`config.mk`:
```
export PLATFORM = sky130hd
export DESIGN_NAME = flash_cmd_engine
export DESIGN_NICKNAME = d
export VERILOG_FILES = /design/src/rtl/fce_pkg.sv /design/src/rtl/fce_status_decode.sv /design/src/rtl/fce_poll_timer.sv /design/src/rtl/fce_seq.sv /design/src/rtl/flash_cmd_engine.sv
export SDC_FILE = /design/constraint.sdc
export NUM_CORES = 1
export LEC_CHECK = 0
export ABC_CLOCK_PERIOD_IN_PS = 2400
export BUFFER_PORTS_ARGS = -buffer_cell sky130_fd_sc_hd__buf_4
export CORE_ASPECT_RATIO = 0.7
export CORE_MARGIN = 5
export CORE_UTILIZATION = 51
export CTS_CLUSTER_DIAMETER = 100
export DETAILED_ROUTE_END_ITERATION = 10
export PLACE_DENSITY_LB_ADDON = 0.12
export SYNTH_ARGS = -nofsm -noshare
export SYNTH_HDL_FRONTEND = slang
export SYNTH_SLANG_ARGS = --single-unit
```
`constraint.sdc`:
```
create_clock -name clk -period 2.4 [get_ports clk]
set_input_delay 0.24 -clock clk [delete_from_list [all_inputs] [get_ports clk]]
set_output_delay 0.24 -clock clk [all_outputs]
set_load 0.02 [all_outputs]
```
`src/rtl/fce_pkg.sv`:
```
package fce_pkg;

  typedef enum logic [1:0] {
    OP_WORD  = 2'd0,
    OP_ERASE = 2'd1,
    OP_BUF   = 2'd2,
    OP_RSVD  = 2'd3
  } op_e;

  typedef enum logic [2:0] {
    ERR_NONE    = 3'd0,
    ERR_SEQ     = 3'd1,
    ERR_ERASE   = 3'd2,
    ERR_PROG    = 3'd3,
    ERR_LOCKED  = 3'd4,
    ERR_VPP     = 3'd5,
    ERR_TIMEOUT = 3'd6
  } err_e;

  typedef enum logic [3:0] {
    S_IDLE, S_CLR, S_SETUP, S_WDATA, S_CONF,
    S_BRD, S_BEV, S_CNT, S_BDATA,
    S_PRD, S_PEV, S_RST, S_FIN
  } st_e;

  localparam logic [7:0] CMD_CLR_STATUS = 8'h50;
  localparam logic [7:0] CMD_PROG_SETUP = 8'h40;
  localparam logic [7:0] CMD_ERASE_SET  = 8'h20;
  localparam logic [7:0] CMD_CONFIRM    = 8'hD0;
  localparam logic [7:0] CMD_BUF_LOAD   = 8'hE8;
  localparam logic [7:0] CMD_READ_ARRAY = 8'hFF;

  localparam int SB_READY = 7;
  localparam int SB_ERASE = 5;
  localparam int SB_PROG  = 4;
  localparam int SB_VPP   = 3;
  localparam int SB_LOCK  = 1;

endpackage

```
`src/rtl/fce_status_decode.sv`:
```
module fce_status_decode
  import fce_pkg::*;
(
  input  logic [7:0] status,
  output logic       ready,
  output err_e       code
);
  logic unused_bits;
  assign unused_bits = ^{status[6], status[2], status[0]};

  always_comb begin
    ready = status[SB_READY];
    if (status[SB_LOCK])                          code = ERR_LOCKED;
    else if (status[SB_ERASE] && status[SB_PROG]) code = ERR_SEQ;
    else if (status[SB_ERASE])                    code = ERR_ERASE;
    else if (status[SB_PROG])                     code = ERR_PROG;
    else if (status[SB_VPP])                      code = ERR_VPP;
    else                                          code = ERR_NONE;
  end
endmodule

```
`src/rtl/fce_poll_timer.sv`:
```
module fce_poll_timer #(
  parameter int PW = 16
) (
  input  logic          clk,
  input  logic          rst_n,
  input  logic          clr,
  input  logic          tick,
  input  logic [PW-1:0] limit,
  output logic          last
);
  logic [PW-1:0] cnt_q, cnt_d;
  logic          cnt_en;

  always_comb begin
    cnt_en = clr || (tick && (cnt_q != {PW{1'b1}}));
    cnt_d  = clr ? '0 : cnt_q + PW'(1);
  end

  always_ff @(posedge clk or negedge rst_n) begin
    if (!rst_n)      cnt_q <= '0;
    else if (cnt_en) cnt_q <= cnt_d;
  end

  // the sample being judged is read number cnt_q+1
  assign last = ({1'b0, cnt_q} + (PW+1)'(1)) >= {1'b0, limit};
endmodule

```
`src/rtl/fce_seq.sv`:
```
module fce_seq
  import fce_pkg::*;
#(
  parameter int AW     = 24,
  parameter int DW     = 16,
  parameter int BLK_AW = 16,
  parameter int CW     = 6
) (
  input  logic          clk,
  input  logic          rst_n,
  input  logic          req_valid,
  input  logic [1:0]    req_op,
  input  logic [AW-1:0] req_addr,
  input  logic [CW-1:0] req_count,
  output logic          req_ready,
  input  logic          wdat_valid,
  input  logic [DW-1:0] wdat,
  output logic          wdat_ready,
  output logic          fl_we,
  output logic          fl_re,
  output logic [AW-1:0] fl_addr,
  output logic [DW-1:0] fl_wdata,
  input  logic          st_ready,
  input  err_e          st_code,
  output logic          tmr_clr,
  output logic          tmr_tick,
  input  logic          tmr_last,
  output logic          rsp_done,
  output logic [2:0]    rsp_err
);
  st_e           state_q, state_d;
  op_e           op_q, op_d;
  logic [AW-1:0] dst_q, dst_d;
  logic [AW-1:0] paddr_q, paddr_d;
  logic [CW-1:0] cnt_q, cnt_d;
  logic [CW-1:0] idx_q, idx_d;
  err_e          err_q, err_d;
  logic          ld_req;

  logic [AW-1:0] blk_base;
  logic [AW-1:0] word_addr;
  logic [AW-1:0] cmd_addr;

  assign blk_base  = {dst_q[AW-1:BLK_AW], {BLK_AW{1'b0}}};
  assign word_addr = dst_q + AW'(idx_q);
  assign cmd_addr  = (op_q == OP_WORD) ? dst_q : blk_base;
  assign req_ready = (state_q == S_IDLE);
  assign rsp_err   = err_q;
  assign tmr_clr   = !(state_q inside {S_BRD, S_BEV, S_PRD, S_PEV});
  assign ld_req    = (state_q == S_IDLE) && req_valid && (req_op != OP_RSVD);

  always_comb begin
    state_d    = state_q;
    op_d       = op_q;
    dst_d      = dst_q;
    cnt_d      = cnt_q;
    idx_d      = idx_q;
    paddr_d    = paddr_q;
    err_d      = err_q;
    fl_we      = 1'b0;
    fl_re      = 1'b0;
    fl_addr    = cmd_addr;
    fl_wdata   = '0;
    wdat_ready = 1'b0;
    rsp_done   = 1'b0;
    tmr_tick   = 1'b0;
    unique case (state_q)
      S_IDLE: begin
        if (ld_req) begin
          state_d = S_CLR;
          op_d    = op_e'(req_op);
          dst_d   = req_addr;
          cnt_d   = req_count - CW'(1);
          idx_d   = '0;
          err_d   = ERR_NONE;
        end
      end
      S_CLR: begin
        fl_we    = 1'b1;
        fl_wdata = DW'(CMD_CLR_STATUS);
        state_d  = S_SETUP;
      end
      S_SETUP: begin
        fl_we = 1'b1;
        unique case (op_q)
          OP_WORD: begin
            fl_wdata = DW'(CMD_PROG_SETUP);
            state_d  = S_WDATA;
          end
          OP_ERASE: begin
            fl_wdata = DW'(CMD_ERASE_SET);
            state_d  = S_CONF;
          end
          default: begin
            fl_wdata = DW'(CMD_BUF_LOAD);
            paddr_d  = blk_base;
            state_d  = S_BRD;
          end
        endcase
      end
      S_WDATA: begin
        wdat_ready = 1'b1;
        fl_addr    = word_addr;
        if (wdat_valid) begin
          fl_we    = 1'b1;
          fl_wdata = wdat;
          paddr_d  = word_addr;
          state_d  = S_PRD;
        end
      end
      S_CONF: begin
        fl_we    = 1'b1;
        fl_wdata = DW'(CMD_CONFIRM);
        paddr_d  = (op_q == OP_BUF) ? word_addr : blk_base;
        state_d  = S_PRD;
      end
      S_BRD: begin
        fl_re   = 1'b1;
        fl_addr = paddr_q;
        state_d = S_BEV;
      end
      S_BEV: begin
        tmr_tick = 1'b1;
        fl_addr  = paddr_q;
        if (st_ready) begin
          state_d = S_CNT;
        end else if (tmr_last) begin
          err_d   = ERR_TIMEOUT;
          state_d = S_RST;
        end else begin
          state_d = S_BRD;
        end
      end
      S_CNT: begin
        fl_we    = 1'b1;
        fl_wdata = DW'(cnt_q);
        state_d  = S_BDATA;
      end
      S_BDATA: begin
        wdat_ready = 1'b1;
        fl_addr    = word_addr;
        if (wdat_valid) begin
          fl_we    = 1'b1;
          fl_wdata = wdat;
          if (idx_q == cnt_q) state_d = S_CONF;
          else                idx_d   = idx_q + CW'(1);
        end
      end
      S_PRD: begin
        fl_re   = 1'b1;
        fl_addr = paddr_q;
        state_d = S_PEV;
      end
      S_PEV: begin
        tmr_tick = 1'b1;
        fl_addr  = paddr_q;
        if (st_ready) begin
          err_d   = st_code;
          state_d = S_RST;
        end else if (tmr_last) begin
          err_d   = ERR_TIMEOUT;
          state_d = S_RST;
        end else begin
          state_d = S_PRD;
        end
      end
      S_RST: begin
        fl_we    = 1'b1;
        fl_addr  = paddr_q;
        fl_wdata = DW'(CMD_READ_ARRAY);
        state_d  = S_FIN;
      end
      S_FIN: begin
        rsp_done = 1'b1;
        fl_addr  = paddr_q;
        state_d  = S_IDLE;
      end
      default: state_d = S_IDLE;
    endcase
  end

  always_ff @(posedge clk or negedge rst_n) begin
    if (!rst_n) begin
      state_q <= S_IDLE;
      paddr_q <= '0;
      idx_q   <= '0;
      err_q   <= ERR_NONE;
    end else begin
      state_q <= state_d;
      paddr_q <= paddr_d;
      idx_q   <= idx_d;
      err_q   <= err_d;
    end
  end

  always_ff @(posedge clk or negedge rst_n) begin
    if (!rst_n) begin
      op_q  <= OP_WORD;
      dst_q <= '0;
      cnt_q <= '0;
    end else if (ld_req) begin
      op_q  <= op_d;
      dst_q <= dst_d;
      cnt_q <= cnt_d;
    end
  end
endmodule

```
`src/rtl/flash_cmd_engine.sv`:
```
module flash_cmd_engine
  import fce_pkg::*;
#(
  parameter int AW        = 24,
  parameter int DW        = 16,
  parameter int BLK_AW    = 16,
  parameter int BUF_WORDS = 32,
  parameter int PW        = 16,
  localparam int CW       = $clog2(BUF_WORDS + 1)
) (
  input  logic          clk,
  input  logic          rst_n,
  input  logic [PW-1:0] cfg_max_polls,
  input  logic          req_valid,
  output logic          req_ready,
  input  logic [1:0]    req_op,
  input  logic [AW-1:0] req_addr,
  input  logic [CW-1:0] req_count,
  input  logic          wdat_valid,
  output logic          wdat_ready,
  input  logic [DW-1:0] wdat,
  output logic          rsp_done,
  output logic [2:0]    rsp_err,
  output logic          fl_we,
  output logic          fl_re,
  output logic [AW-1:0] fl_addr,
  output logic [DW-1:0] fl_wdata,
  input  logic [7:0]    fl_status
);
  logic [1:0] rsync_q;
  logic       rst_int_n;
  logic       st_ready;
  err_e       st_code;
  logic       tmr_clr, tmr_tick, tmr_last;

  // asynchronous assertion, synchronous release
  always_ff @(posedge clk or negedge rst_n) begin
    if (!rst_n) rsync_q <= 2'b00;
    else        rsync_q <= {rsync_q[0], 1'b1};
  end
  assign rst_int_n = rsync_q[1];

  fce_status_decode u_dec (
    .status (fl_status),
    .ready  (st_ready),
    .code   (st_code)
  );

  fce_poll_timer #(.PW(PW)) u_tmr (
    .clk   (clk),
    .rst_n (rst_int_n),
    .clr   (tmr_clr),
    .tick  (tmr_tick),
    .limit (cfg_max_polls),
    .last  (tmr_last)
  );

  fce_seq #(.AW(AW), .DW(DW), .BLK_AW(BLK_AW), .CW(CW)) u_seq (
    .clk        (clk),
    .rst_n      (rst_int_n),
    .req_valid  (req_valid),
    .req_op     (req_op),
    .req_addr   (req_addr),
    .req_count  (req_count),
    .req_ready  (req_ready),
    .wdat_valid (wdat_valid),
    .wdat       (wdat),
    .wdat_ready (wdat_ready),
    .fl_we      (fl_we),
    .fl_re      (fl_re),
    .fl_addr    (fl_addr),
    .fl_wdata   (fl_wdata),
    .st_ready   (st_ready),
    .st_code    (st_code),
    .tmr_clr    (tmr_clr),
    .tmr_tick   (tmr_tick),
    .tmr_last   (tmr_last),
    .rsp_done   (rsp_done),
    .rsp_err    (rsp_err)
  );
endmodule

```
# == Yosys cells after proc, flatten, opt, wreduce, memory -nomap -nowiden ==
# Cells that the tools add are included.
# word_totals
regBits,87
inputBits,76
output_inout_bits,48
word_cells,102
# classes
addsub,5
order_cmp,1
n_eq_ne,24
n_mux,40
n_reduce_logical,23
# ops
op,count
16-bit case mux with 6 select lines,1
24-bit two-way mux,3
24-bit case mux with 3 select lines,1
16-bit two-way mux,3
24-bit case mux with 2 select lines,1
4-bit case mux with 12 select lines,1
4-bit two-way mux,7
3-bit two-way mux,9
24-bit by 6-bit adder with 24-bit output,1
4-bit == test (second input constant),5
6-bit two-way mux,3
16-bit by 1-bit adder with 17-bit output (second input constant),1
17-bit by 16-bit greater-or-equal comparator with 1-bit output,1
16-bit by 1-bit adder with 16-bit output (second input constant),1
4-bit by 3-bit == test with 1-bit output (second input constant),4
16-bit inequality test (second input constant),1
8-bit case mux with 2 select lines,1
2-bit inequality test (second input constant),6
6-bit case mux with 2 select lines,1
3-bit case mux with 3 select lines,1
4-bit by 2-bit == test with 1-bit output (second input constant),2
4-bit AND reduction,2
2-bit OR reduction,4
6-bit by 1-bit adder with 6-bit output (second input constant),1
22 further kinds,32

# == Longest topological paths before layout ==
# Gate-level depths: netlist of run 1.
# logic_depth
ltp_word,7
mapped_depth,13
ltp_nobuf,12

# == By module ==
# A second synthesis of run 1 with hierarchy kept.
# unflattened
cells_unflattened,799
area_unflattened_um2,6566.3
# by_module_without_submodules
mod,n_inst,cells_per_inst,area_each_um2,seq_area_each_um2
fce_seq,1,602,4767.1,1726.7
fce_poll_timer,1,186,1671.6,400.4
fce_status_decode,1,8,73.8,0.0
flash_cmd_engine,1,3,53.8,50.0

# == Worst setup path after synthesis of run 1 ==
# OpenSTA, ideal clock, no wires.
# synth_path
kind,reg-to-output
start,register u_seq.idx_q[0]
end,output port fl_addr[12]
arrival_time_ns,2.449
t_required_ns,2.160
setup_slack_ns,-0.289
path_stages_with_launch,9
n_path_buf,1
cell_sequence,dfrtp_1 > ha_1 > fa_1 > a211oi_1 > o21ai_1 > and3_1 > clkbuf_1 > nand2_1 > o311ai_0
# synth_via
elab_chain_cells,2
# synth_rtl
element,line_no,source
from (decl),fce_seq.sv:36,"logic [CW-1:0] idx_q, idx_d;"
from (signal assigned),fce_seq.sv:191,idx_q <= idx_d;
24-bit by 6-bit adder with 24-bit output,fce_seq.sv:45,assign word_addr = dst_q + AW'(idx_q);
24-bit case mux with 2 select lines,fce_seq.sv:67,unique case (state_q)
to (decl),flash_cmd_engine.sv:26,"output logic [AW-1:0] fl_addr,"
# No other way between the ends.

# == Worst setup path in the final report of run 1 ==
# layout_path
start,register u_seq.dst_q[0]
end,output port fl_addr[14]
# layout_via
elab_chain_cells,2
# layout_rtl
element,line_no,source
from (decl),fce_seq.sv:33,"logic [AW-1:0] dst_q, dst_d;"
from (signal assigned),fce_seq.sv:203,dst_q <= dst_d;
24-bit by 6-bit adder with 24-bit output,fce_seq.sv:45,
24-bit case mux with 2 select lines,fce_seq.sv:67,
# No other way between the ends.

==> results of run 1 <==
## sequential cells by signal (all words and copies together) (netlist names), 3 cells and up
signal         cells
u_seq.cnt_q        6
u_seq.dst_q       24
u_seq.idx_q        6
u_seq.paddr_q     24
u_seq.rsp_err      3
u_seq.state_q      4
u_tmr.cnt_q       16
## layout make-up
| type | instances | share of cell area [%] |
|---|---|---|
| Sequential cell | 87 | 24.2 |
| Clock inverter | 4 | 0.346 |
| Multi-Input combinational cell | 593 | 46.8 |
| Inverter | 35 | 1.54 |
| Tap cell | 157 | 2.17 |
| Timing Repair Buffer | 248 | 22.4 |
| Clock buffer | 12 | 2.62 |
## cells by family after synthesis
group                    count (synthesis)
AO/OA/AOI/OAI                          213
XOR/XNOR                                48
adder cells (fa/ha/maj)                 27
buffers and inverters                   84
flip-flops                              87
multiplexers                             3
other                                    1
AND/OR/NAND/NOR                        301
## metal layers
metal  vias up  part of all wire [%]
li1       3126                     -
met2       337                    44
met5         -                     0
met3        32                   9.3
met4         0                   1.3
met1      3182                    45
## worst reg2reg max path: stages (launching register included)
cell     delay [ns]
dfrtp_1        0.35
and3_4         0.20
and3_4         0.21
and4_4         0.29
nand3_4        0.10
xnor2_2        0.15
ha_1           0.31
nand3_2        0.07
nor2_2         0.12
nand2_1        0.07
o22ai_2        0.25
buf_4          0.16
nand3_2        0.06
a31oi_1        0.19
## per-stage QoR
step | utilization (%) | setup TNS (ns) | hold WS (ns) | instance area (µm²) | worst slack [ns]
floorplan | - | -0.383 | -0.0556 | 6260 | -0.0834
global placement | 66.3 | -2.02 | 0.0220 | 7860 | -0.314
detailed placement | 66.3 | -2.80 | 0.0229 | 7860 | -0.474
CTS | 73.5 | -6.41 | 0.0748 | 8710 | -0.415
global route | 76.3 | -11.07 | 0.0832 | 9040 | -0.535
finish | 76.3 | -7.30 | 0.0814 | 9040 | -0.415
## worst min-delay path by stage
stage | to | slack [ns] | startpoint | cells after the start
3_5_place_dp | rsync_q[0] | 0.02 | rst_n | 1
5_1_grt | u_seq.dst_q[7] | 0.08 | req_addr[7] | 3
3_3_place_gp | rsync_q[0] | 0.02 | rst_n | 1
2_1_floorplan | rsync_q[0] | -0.06 | rst_n | 0
4_1_cts | u_seq.dst_q[11] | 0.07 | req_addr[11] | 3
6_report | u_seq.dst_q[12] | 0.08 | req_addr[12] | 3
## report_power, final
part           switching [mW]  internal (mW)
combinational            3.36           2.69
sequential              0.501           1.86
clock                   0.612          0.708
## cell usage after synthesis (all sizes together), types with 5 or more instances
cell / number / area [µm²]
a22o: 17 / 149
ha: 26 / 325
o21a: 5 / 37.5
dfrtp: 87 / 2180
nor4: 10 / 103
nor2b: 8 / 57.6
nand3: 22 / 115
nand2: 142 / 551
and3: 17 / 106
a211oi: 5 / 52.6
buf: 25 / 131
o21ai: 78 / 390
nand2b: 6 / 37.5
clkbuf: 24 / 92.6
o31ai: 6 / 45.0
nor2: 50 / 198
a21oi: 31 / 155
nand4: 9 / 56.3
a221o: 13 / 130
and2: 5 / 31.3
nor3: 17 / 90.1
o311ai: 5 / 43.8
inv: 35 / 131
xor2: 14 / 123
a21o: 7 / 52.6
xnor2: 34 / 298
a31oi: 10 / 62.6
## what timing repair did
| item | CTS | global route |
|---|---|---|
| setup endpoints to repair | 38 | 40 |
| setup buffers | 23 | 13 |
| pin swaps | 54 | 56 |
| hold buffers | 1 | 0 |
| cloned | 1 | 0 |
| gates resized for setup | 91 | 48 |
| endpoints found under the hold margin | 2 | 0 |
==> impl_metrics.csv, run 1 <==
group,metric,value,unit
status,outcome,"finished, violations left",
status,violations,"negative setup slack",
critical_path,cp_cell_sequence,"ha_2 -> fa_2 -> a211oi_4 -> o21ai_2 -> and2_4 -> and3_4 -> nor3b_1 -> a221o_1 -> buf_6",
synthesis,synth_warnings,0,
final_layout,layout_commonest_cell,"buf_4",
critical_path,cp-endpoint,"fl_addr[14]",
critical_path,worst-path-stages,9,
critical_path,setup.worst_path.start,"u_seq.dst_q[0]",
global_routing,grt_first_pass_wirelength,32700,µm
global_routing,first_global_vias,6425,
final_layout,regArea,2180,µm²
sta,final-hold-violation-count,0,
critical_path,rr_startpoint,"u_tmr.cnt_q[3]",
critical_path,cp_slowest_cell,"fa_2",
sta,fin_crit_sh,117,%
final_layout,final_cell_count_no_fill,1136,
floorplanning,die_h,102,µm
drt,drc_errors,0,
placement,place.gp.congestion,0.927,
placement,port_buffers,120,
synthesis,synth-compound-area-share,23.1,%
sta,period_needed,2.81,ns
critical_path,cpPeakStageDelay,0.39,ns
synthesis,synth_edf_count,0,
synthesis,synth-seq-cells,87,
job,drv_cap,0,
floorplanning,start_util,52.6,%
clocking,numCtsBuffers,9,
synthesis,yosys.area_share.simple,23.4,%
clocking,cts_max_path_buffers,2,
sta,fin_ws,-0.415,ns
floorplanning,core.rowCount,33,
critical_path,reg2reg_to,"u_seq.state_q[3]",
placement,dpl.hpwl,14700,µm
critical_path,worstPathMaxFanout,3,
final_layout,drive_gt1_share,37.4,%
synthesis,synth.area.mux_share,0.522,%
global_routing,grt_usage,28.0,%
clocking,cts-root-buf,"clkbuf_16",
sta,fmaxAchievable,355,MHz
floorplanning,io_pins,124,
final_layout,multi_input_area,4230,µm²
synthesis,synth_ff_type,"dfrtp_1",
final_layout,area_growth,45.1,%
clocking,cts_tree,"done",
global_routing,antenna_found_initial,0,
sta,rsz0062_at_grt,"yes",
floorplanning,die_w,142,µm
drt,vias,6677,
synthesis,syn_inst,764,
drt,firstDrtPassIters,7,
critical_path,worstPathRequired,2.16,ns
synthesis,ys_seq_area_share,34.9,%
final_layout,fillCellCount,835,
critical_path,start_kind,"flip-flop",
critical_path,rr_worst_depth,13,
synthesis,synth.cell_area,6230,µm²
floorplanning,die_area,14600,µm²
critical_path,crit_path_end_kind,"primary output",
global_routing,grt_busiest_layer,"met2",
synthesis,syn_nets,867,
floorplanning,core_region_area,11900,µm²
synthesis,synth_xor_area_share,6.75,%
final_layout,layout_common_cells,"buf_4, nand2_1, dfrtp_1",
global_routing,grt-ovfl-total,0,
critical_path,cp_top_family,"compound AO/OA/AOI/OAI gates",
power,finalPower,9.74,mW
final_layout,diodes,0,
sta,relSlewSlack,57.6,%
drt,via_per_inst,5.88,
synthesis,synthArstFlopShare,100,%
global_routing,grt_util_met3,6.69,%
placement,dp.cells,1084,
power,p_leak,4.33,nW
critical_path,cp.arrival,2.57,ns
hold_path,hp-class,"input port to flip-flop",
drt,postRouteWirelength,20600,µm
sta,slew_violations,0,
global_routing,use_met1,40.7,%
drt,ant_nets,0,
global_routing,grtUsageMet2,42.8,%
synthesis,synth_top_family_by_area,"simple AND/OR/NAND/NOR gates",
sta,setup_viol_count_final,30,
critical_path,worstSetupPathType,"flip-flop to primary output",
clocking,clkLatencyLatePin,0.35,ns
critical_path,ff2ff_setup_slack,-0.22,ns
synthesis,synthAdderAreaFrac,5.54,%
final_layout,finalNetCount,1077,
global_routing,grt_max_degree,38,
clocking,h-tree-depth,3,
critical_path,cp_num_buf_inv,1,
sta,worstMarginPinSlew,0.636,ns
drt,wire_per_inst,18.2,µm
clocking,cts.reportedPaths.clkPinSlew,0.07,ns
clocking,cts.sinks,87,
synthesis,synth_cell_type_count,74,
power,ir_worst_vdd,0.000704,V
sta,finClkSkew,0.00999,ns
synthesis,avgSynthCellArea,8.16,µm²
power,pwr_density_cell,1080,nW/µm²
drt,drtIter0Drc,606,
(Power assumes the default switching activity.)
==> run 2, diff against run 1 <==
--- a/config.mk
+++ b/config.mk
@@ -9,7 +9,7 @@
 export BUFFER_PORTS_ARGS = -buffer_cell sky130_fd_sc_hd__buf_4
 export CORE_ASPECT_RATIO = 0.7
 export CORE_MARGIN = 5
-export CORE_UTILIZATION = 51
+export CORE_UTILIZATION = 45
 export CTS_CLUSTER_DIAMETER = 100
 export DETAILED_ROUTE_END_ITERATION = 10
 export PLACE_DENSITY_LB_ADDON = 0.12
==> run 2 against run 1 <==
The flow still finishes with violations (negative setup slack). Via count is 1.4% lower. Core utilization decreased by 10 points. Total power rose by 2.6%. Register-to-register slack about the same. Sequential power decreased by 3%. Routed wire length is 0.23% higher. Largest power group unchanged. Highest routed layer unchanged. Critical endpoint unchanged. Non-clock buffer count is 8 lower. Clock skew decreased by 0.0019 ns. Global-route usage fell by 3.5 points. Worst setup slack worse by 0.043 ns.
==> impl_metrics.csv, run 2 (synthesized netlist as in run 1, its figures left out) <==
group,metric,value,unit
hold_path,hp-class,"input port to flip-flop",
final_layout,finalNetCount,1069,
floorplanning,core.rowCount,36,
final_layout,layout_commonest_cell,"buf_4",
floorplanning,core_region_area,13700,µm²
clocking,cts_tree,"done",
clocking,cts_max_path_buffers,2,
placement,place.gp.congestion,0.866,
critical_path,worstPathRequired,2.16,ns
drt,postRouteWirelength,20700,µm
drt,dr_wl_met2,9500,µm
power,p_leak,4.33,nW
final_layout,layout_common_cells,"buf_4, nand2_1, dfrtp_1",
critical_path,cpPeakStageDelay,0.39,ns
clocking,numCtsBuffers,9,
critical_path,worstPathMaxFanout,3,
critical_path,crit_path_end_kind,"primary output",
floorplanning,die_h,108,µm
placement,port_buffers,120,
floorplanning,io_pins,124,
critical_path,cp_top_family,"compound AO/OA/AOI/OAI gates",
drt,wl_met3,1550,µm
critical_path,worst-path-stages,9,
critical_path,cp.arrival,2.62,ns
sta,fmaxAchievable,350,MHz
floorplanning,die_area,16300,µm²
power,ir_worst_vdd,0.000570,V
clocking,cts-root-buf,"clkbuf_16",
placement,dp_slack,-0.336,ns
final_layout,top_regs,"u_seq.dst_q (24), u_seq.paddr_q (24), u_tmr.cnt_q (16)",
final_layout,drive_gt1_share,37.7,%
critical_path,worstSetupPathType,"flip-flop to primary output",
global_routing,antenna_found_initial,0,
sta,period_needed,2.86,ns
drt,drtIter0Drc,517,
global_routing,grt_first_pass_wirelength,31700,µm
global_routing,grt-ovfl-total,0,
critical_path,cp_num_buf_inv,1,
sta,relSlewSlack,60.0,%
sta,finClkSkew,0.00805,ns
drt,via_per_inst,5.67,
critical_path,cp_slowest_cell,"dfrtp_1",
global_routing,grt_usage,24.4,%
drt,drc_errors,0,
global_routing,grt_max_degree,52,
drt,wire_per_inst,17.8,µm
floorplanning,die_w,151,µm
sta,rsz0062_at_grt,"yes",
sta,fin_ws,-0.458,ns
hold_path,hold_path_depth,3,
global_routing,first_global_vias,6320,
sta,worstMarginPinSlew,0.593,ns
clocking,h-tree-depth,3,
drt,maxUsedRoutingLayer,"met4",
drt,vias,6586,
critical_path,rr_startpoint,"u_tmr.cnt_q[3]",
drt,wirelength_met1,9330,µm
drt,firstDrtPassIters,6,
final_layout,area_growth,45.7,%
sta,whs,0.0698,ns
critical_path,ff2ff_setup_slack,-0.22,ns
hold_path,min_to,"u_seq.dst_q[10]",
placement,dpl.hpwl,14300,µm
critical_path,cp_cell_sequence,"ha_2 -> fa_2 -> a211oi_4 -> o21ai_2 -> and2_4 -> and3_4 -> nor3b_1 -> a221o_1 -> buf_6",
job,drv_cap,0,
critical_path,rr_worst_depth,12,
sta,slew_violations,0,
clocking,clkLatencyLatePin,0.35,ns
floorplanning,start_util,45.4,%
sta,final-hold-violation-count,0,
power,pwr_density_cell,1100,nW/µm²
power,finalPower,9.99,mW
clocking,cts.sinks,87,
final_layout,diodes,0,
sta,fin_crit_sh,119,%
status,outcome,"finished, violations left",
sta,setup_viol_count_final,30,
critical_path,start_kind,"flip-flop",
critical_path,reg2reg_to,"u_seq.rsp_err[0]",
clocking,cts.reportedPaths.clkPinSlew,0.07,ns
status,violations,"negative setup slack",
drt,ant_nets,0,
hold_path,min-delay-start,"req_addr[10]",
-- run 2: changes by cell type in the layout (fill, tap and decap cells not counted), moves of 3 or more --
cell     delta
buf_4       -8
nand2_2     +3
nand2_1     -3
o21ai_1     -3
ha_4        -4
o21ai_2     +3
-- run 2: timing repair --
item                                   CTS  global route
gates cloned                             0             2
setup endpoints to repair               38            34
gates resized for setup                 70            74
buffers inserted                        19            11
hold buffers                             1             0
endpoints found under the hold margin    2             0
pin swaps                               19            24
-- run 2: how the worst max path moves through the flow --
| stage | from | to | slack (ns) |
|---|---|---|---|
| final | u_seq.dst_q[0] | fl_addr[14] | -0.46 |
| after global placement | u_tmr.cnt_q[4] | u_seq.state_q[2] | -0.21 |
| after CTS | u_seq.dst_q[0] | fl_addr[14] | -0.40 |
| after global routing | u_seq.dst_q[0] | fl_addr[14] | -0.52 |
| after floorplan | u_tmr.cnt_q[2] | u_seq.state_q[2] | -0.08 |
| after detailed placement | u_tmr.cnt_q[9] | u_seq.state_q[1] | -0.34 |
-- run 2: worst reg2reg max path, stage by stage, from the launching register on --
cell      delay, ns
dfrtp_1        0.36
and3_4         0.20
and3_4         0.21
and2_4         0.17
nand3_2        0.10
xnor2_2        0.17
ha_2           0.30
nand3_2        0.10
o221ai_2       0.10
a221oi_2       0.34
o22ai_4        0.15
o31ai_2        0.21
a22o_1         0.15
-- run 2: stage by stage --
step	utilization, %	cells	area, µm²	TNS (ns)
2_1_floorplan	-	764	6260	-0.383
3_3_place_gp	57.2	1113	7860	-1.29
3_5_place_dp	57.2	1113	7860	-2.18
4_1_cts	62.7	1148	8610	-7.55
5_1_grt	66.1	1161	9080	-10.33
6_report	66.1	1161	9080	-7.55
-- run 2: cell type report --
class | instances | area, µm²
Fill cell | 1120 | 4660
Multi-Input combinational cell | 593 | 4230
Sequential cell | 87 | 2180
Timing Repair Buffer | 240 | 1970
Clock buffer | 11 | 243
Tap cell | 190 | 238
Inverter | 35 | 139
Clock inverter | 5 | 81.3
-- run 2: layer usage --
| metal | GRT usage (%) | vias up |
|---|---|---|
| met3 | 5.57 | 34 |
| met4 | 5.63 | 0 |
| met5 | 0 | - |
| met2 | 39.4 | 266 |
| met1 | 33.8 | 3173 |
| li1 | - | 3113 |
-- run 2: power breakdown --
group          leakage, nW  switching (mW)  internal [mW]
Sequential            1.14           0.438           1.86
Combinational         3.03            3.42           2.70
Clock                0.156           0.628          0.942
==> run 3, diff against run 2 <==
--- a/config.mk
+++ b/config.mk
@@ -12,7 +12,9 @@
 export CORE_UTILIZATION = 45
 export CTS_CLUSTER_DIAMETER = 100
 export DETAILED_ROUTE_END_ITERATION = 10
+export MAX_ROUTING_LAYER = met4
 export PLACE_DENSITY_LB_ADDON = 0.12
+export RECOVER_POWER = 50
 export SYNTH_ARGS = -nofsm -noshare
 export SYNTH_HDL_FRONTEND = slang
 export SYNTH_SLANG_ARGS = --single-unit
==> run 3 against run 2 <==
The run still ends with negative setup slack left. Critical path depth stayed put. First-iteration DRC count is 0.77% lower. Maximum frequency is 2.0% higher. Non-clock buffer count is 5 higher. Worst setup slack better by 0.055 ns. Sequential share of layout area is 0.38 points higher. Core utilization is 1.1 points lower. Clock power is 5% lower. Sequential power hardly changed. Critical path type unchanged. Critical endpoint unchanged. Largest cell class unchanged. Highest routed layer unchanged.
==> impl_metrics.csv, run 3 (synthesized netlist as in run 1, its figures left out) <==
group,metric,value,unit
critical_path,start_kind,"flip-flop",
sta,final-hold-violation-count,0,
final_layout,finalNetCount,1074,
critical_path,cp.arrival,2.56,ns
critical_path,worstPathRequired,2.16,ns
hold_path,hp-class,"input port to flip-flop",
floorplanning,die_area,16300,µm²
power,pwr_density_cell,1080,nW/µm²
sta,fin_ws,-0.403,ns
job,drv_cap,0,
sta,relSlewSlack,3.60,%
floorplanning,start_util,45.4,%
final_layout,drive_gt1_share,36.5,%
placement,port_buffers,120,
drt,vias,6546,
sta,tns,-6.29,ns
global_routing,grt_usage,25.5,%
placement,place.gp.congestion,0.868,
floorplanning,io_pins,124,
sta,finClkSkew,0.00834,ns
drt,postRouteWirelength,20200,µm
clocking,cts.sinks,87,
global_routing,grt-ovfl-total,0,
critical_path,crit_path_end_kind,"primary output",
clocking,clkLatencyLatePin,0.36,ns
sta,fmaxAchievable,357,MHz
drt,drtIter0Drc,513,
clocking,cts-root-buf,"clkbuf_16",
power,p_leak,4.27,nW
sta,setup_viol_count_final,34,
critical_path,cp_top_family,"compound AO/OA/AOI/OAI gates",
drt,drc_errors,0,
final_layout,area_growth,43.4,%
clocking,cts.reportedPaths.clkPinSlew,0.07,ns
sta,slew_violations,0,
drt,ant_nets,0,
sta,rsz0062_at_grt,"yes",
clocking,numCtsBuffers,9,
drt,firstDrtPassIters,5,
clocking,h-tree-depth,3,
drt,wire_per_inst,17.4,µm
floorplanning,core.rowCount,36,
status,outcome,"finished, violations left",
floorplanning,die_w,151,µm
global_routing,grt_first_pass_wirelength,32200,µm
final_layout,layout_common_cells,"buf_4, nand2_1, dfrtp_1",
placement,dp.cells,1110,
sta,period_needed,2.80,ns
floorplanning,die_h,108,µm
critical_path,worstPathMaxFanout,4,
clocking,cts_max_path_buffers,2,
global_routing,grt_max_degree,52,
power,ir_worst_vdd,0.000582,V
status,violations,"negative setup slack",
final_layout,top_regs,"u_seq.dst_q (24), u_seq.paddr_q (24), u_tmr.cnt_q (16)",
final_layout,final_cell_count_no_fill,1166,
clocking,cts_tree,"done",
global_routing,antenna_found_initial,0,
placement,dp_slack,-0.333,ns
sta,whs,0.0625,ns
critical_path,cpPeakStageDelay,0.38,ns
final_layout,diodes,0,
drt,via_per_inst,5.61,
sta,worstMarginPinSlew,1.45,ns
final_layout,layout_commonest_cell,"buf_4",
floorplanning,core_region_area,13700,µm²
global_routing,first_global_vias,6399,
critical_path,cp_num_buf_inv,1,
critical_path,worstSetupPathType,"flip-flop to primary output",
critical_path,cp_slowest_cell,"dfrtp_1",
final_layout,postLayoutCoreUtil,65.0,%
placement,dpl.hpwl,14200,µm
sta,fin_crit_sh,117,%
critical_path,cp_cell_sequence,"ha_2 -> fa_2 -> a211oi_4 -> o21ai_2 -> and2_4 -> and3_4 -> nor3b_1 -> a221o_1 -> buf_6",
-- run 3: final cells by class --
class                   instances  area, µm²
repair buffers                245       1940
flip-flops and latches         87       2180
well taps                     190        238
clock inverters                 7       78.8
clock buffers                   9        225
multi-input cells             593       4120
inverters                      35        139
fillers                      1147       4810
-- run 3: metal layers --
layer | vias up | part of all wire, % | track usage (%)
met2 | 229 | 45 | 39.2
met3 | 30 | 6.2 | 5.19
li1 | 3124 | - | -
met5 | - | 0 | -
met1 | 3163 | 47 | 35.1
met4 | 0 | 1.4 | 5.69
-- run 3: path summary, 6_finish.rpt --
path                           startpoint               end  slack, ns  depth (start not counted)
min in group asynchronous           rst_n        rsync_q[1]       0.19                          2
hold reg to reg                rsync_q[0]        rsync_q[1]       0.35                          0
setup / recovery           u_seq.idx_q[0]       fl_addr[14]      -0.40                          9
setup reg to reg           u_tmr.cnt_q[8]  u_seq.rsp_err[0]      -0.16                         11
hold / removal               req_addr[10]   u_seq.dst_q[10]       0.06                          3
max in group asynchronous      rsync_q[1]  u_seq.state_q[3]       0.19                          1
-- run 3: tightest hold or removal path, delay by kind of cell --
family,cells,cell delay [ns]
buffers and inverters,1,0.07
AND/OR/NAND/NOR,2,0.08
-- run 3: repair_timing --
item	4_1_cts	5_1_grt
endpoints found under the setup margin	38	40
buffers inserted	26	14
pin swaps	50	36
hold buffers	1	0
hold endpoints to repair	2	0
gates resized for setup	87	45
gates cloned	0	0
-- run 3: report_power, final --
| part | total (mW) | switching, mW | internal (mW) |
|---|---|---|---|
| Clock | 1.49 | 0.675 | 0.817 |
| Sequential | 2.31 | 0.449 | 1.86 |
| Combinational | 5.83 | 3.31 | 2.52 |
| Total | 9.64 | 4.44 | 5.20 |
-- run 3: through the flow --
stage	instance area, µm²	total power, mW
floorplan	6260	5.46
global placement	7840	7.30
detailed placement	7840	7.40
CTS	8720	9.42
global route	8930	10.2
finish	8930	9.64
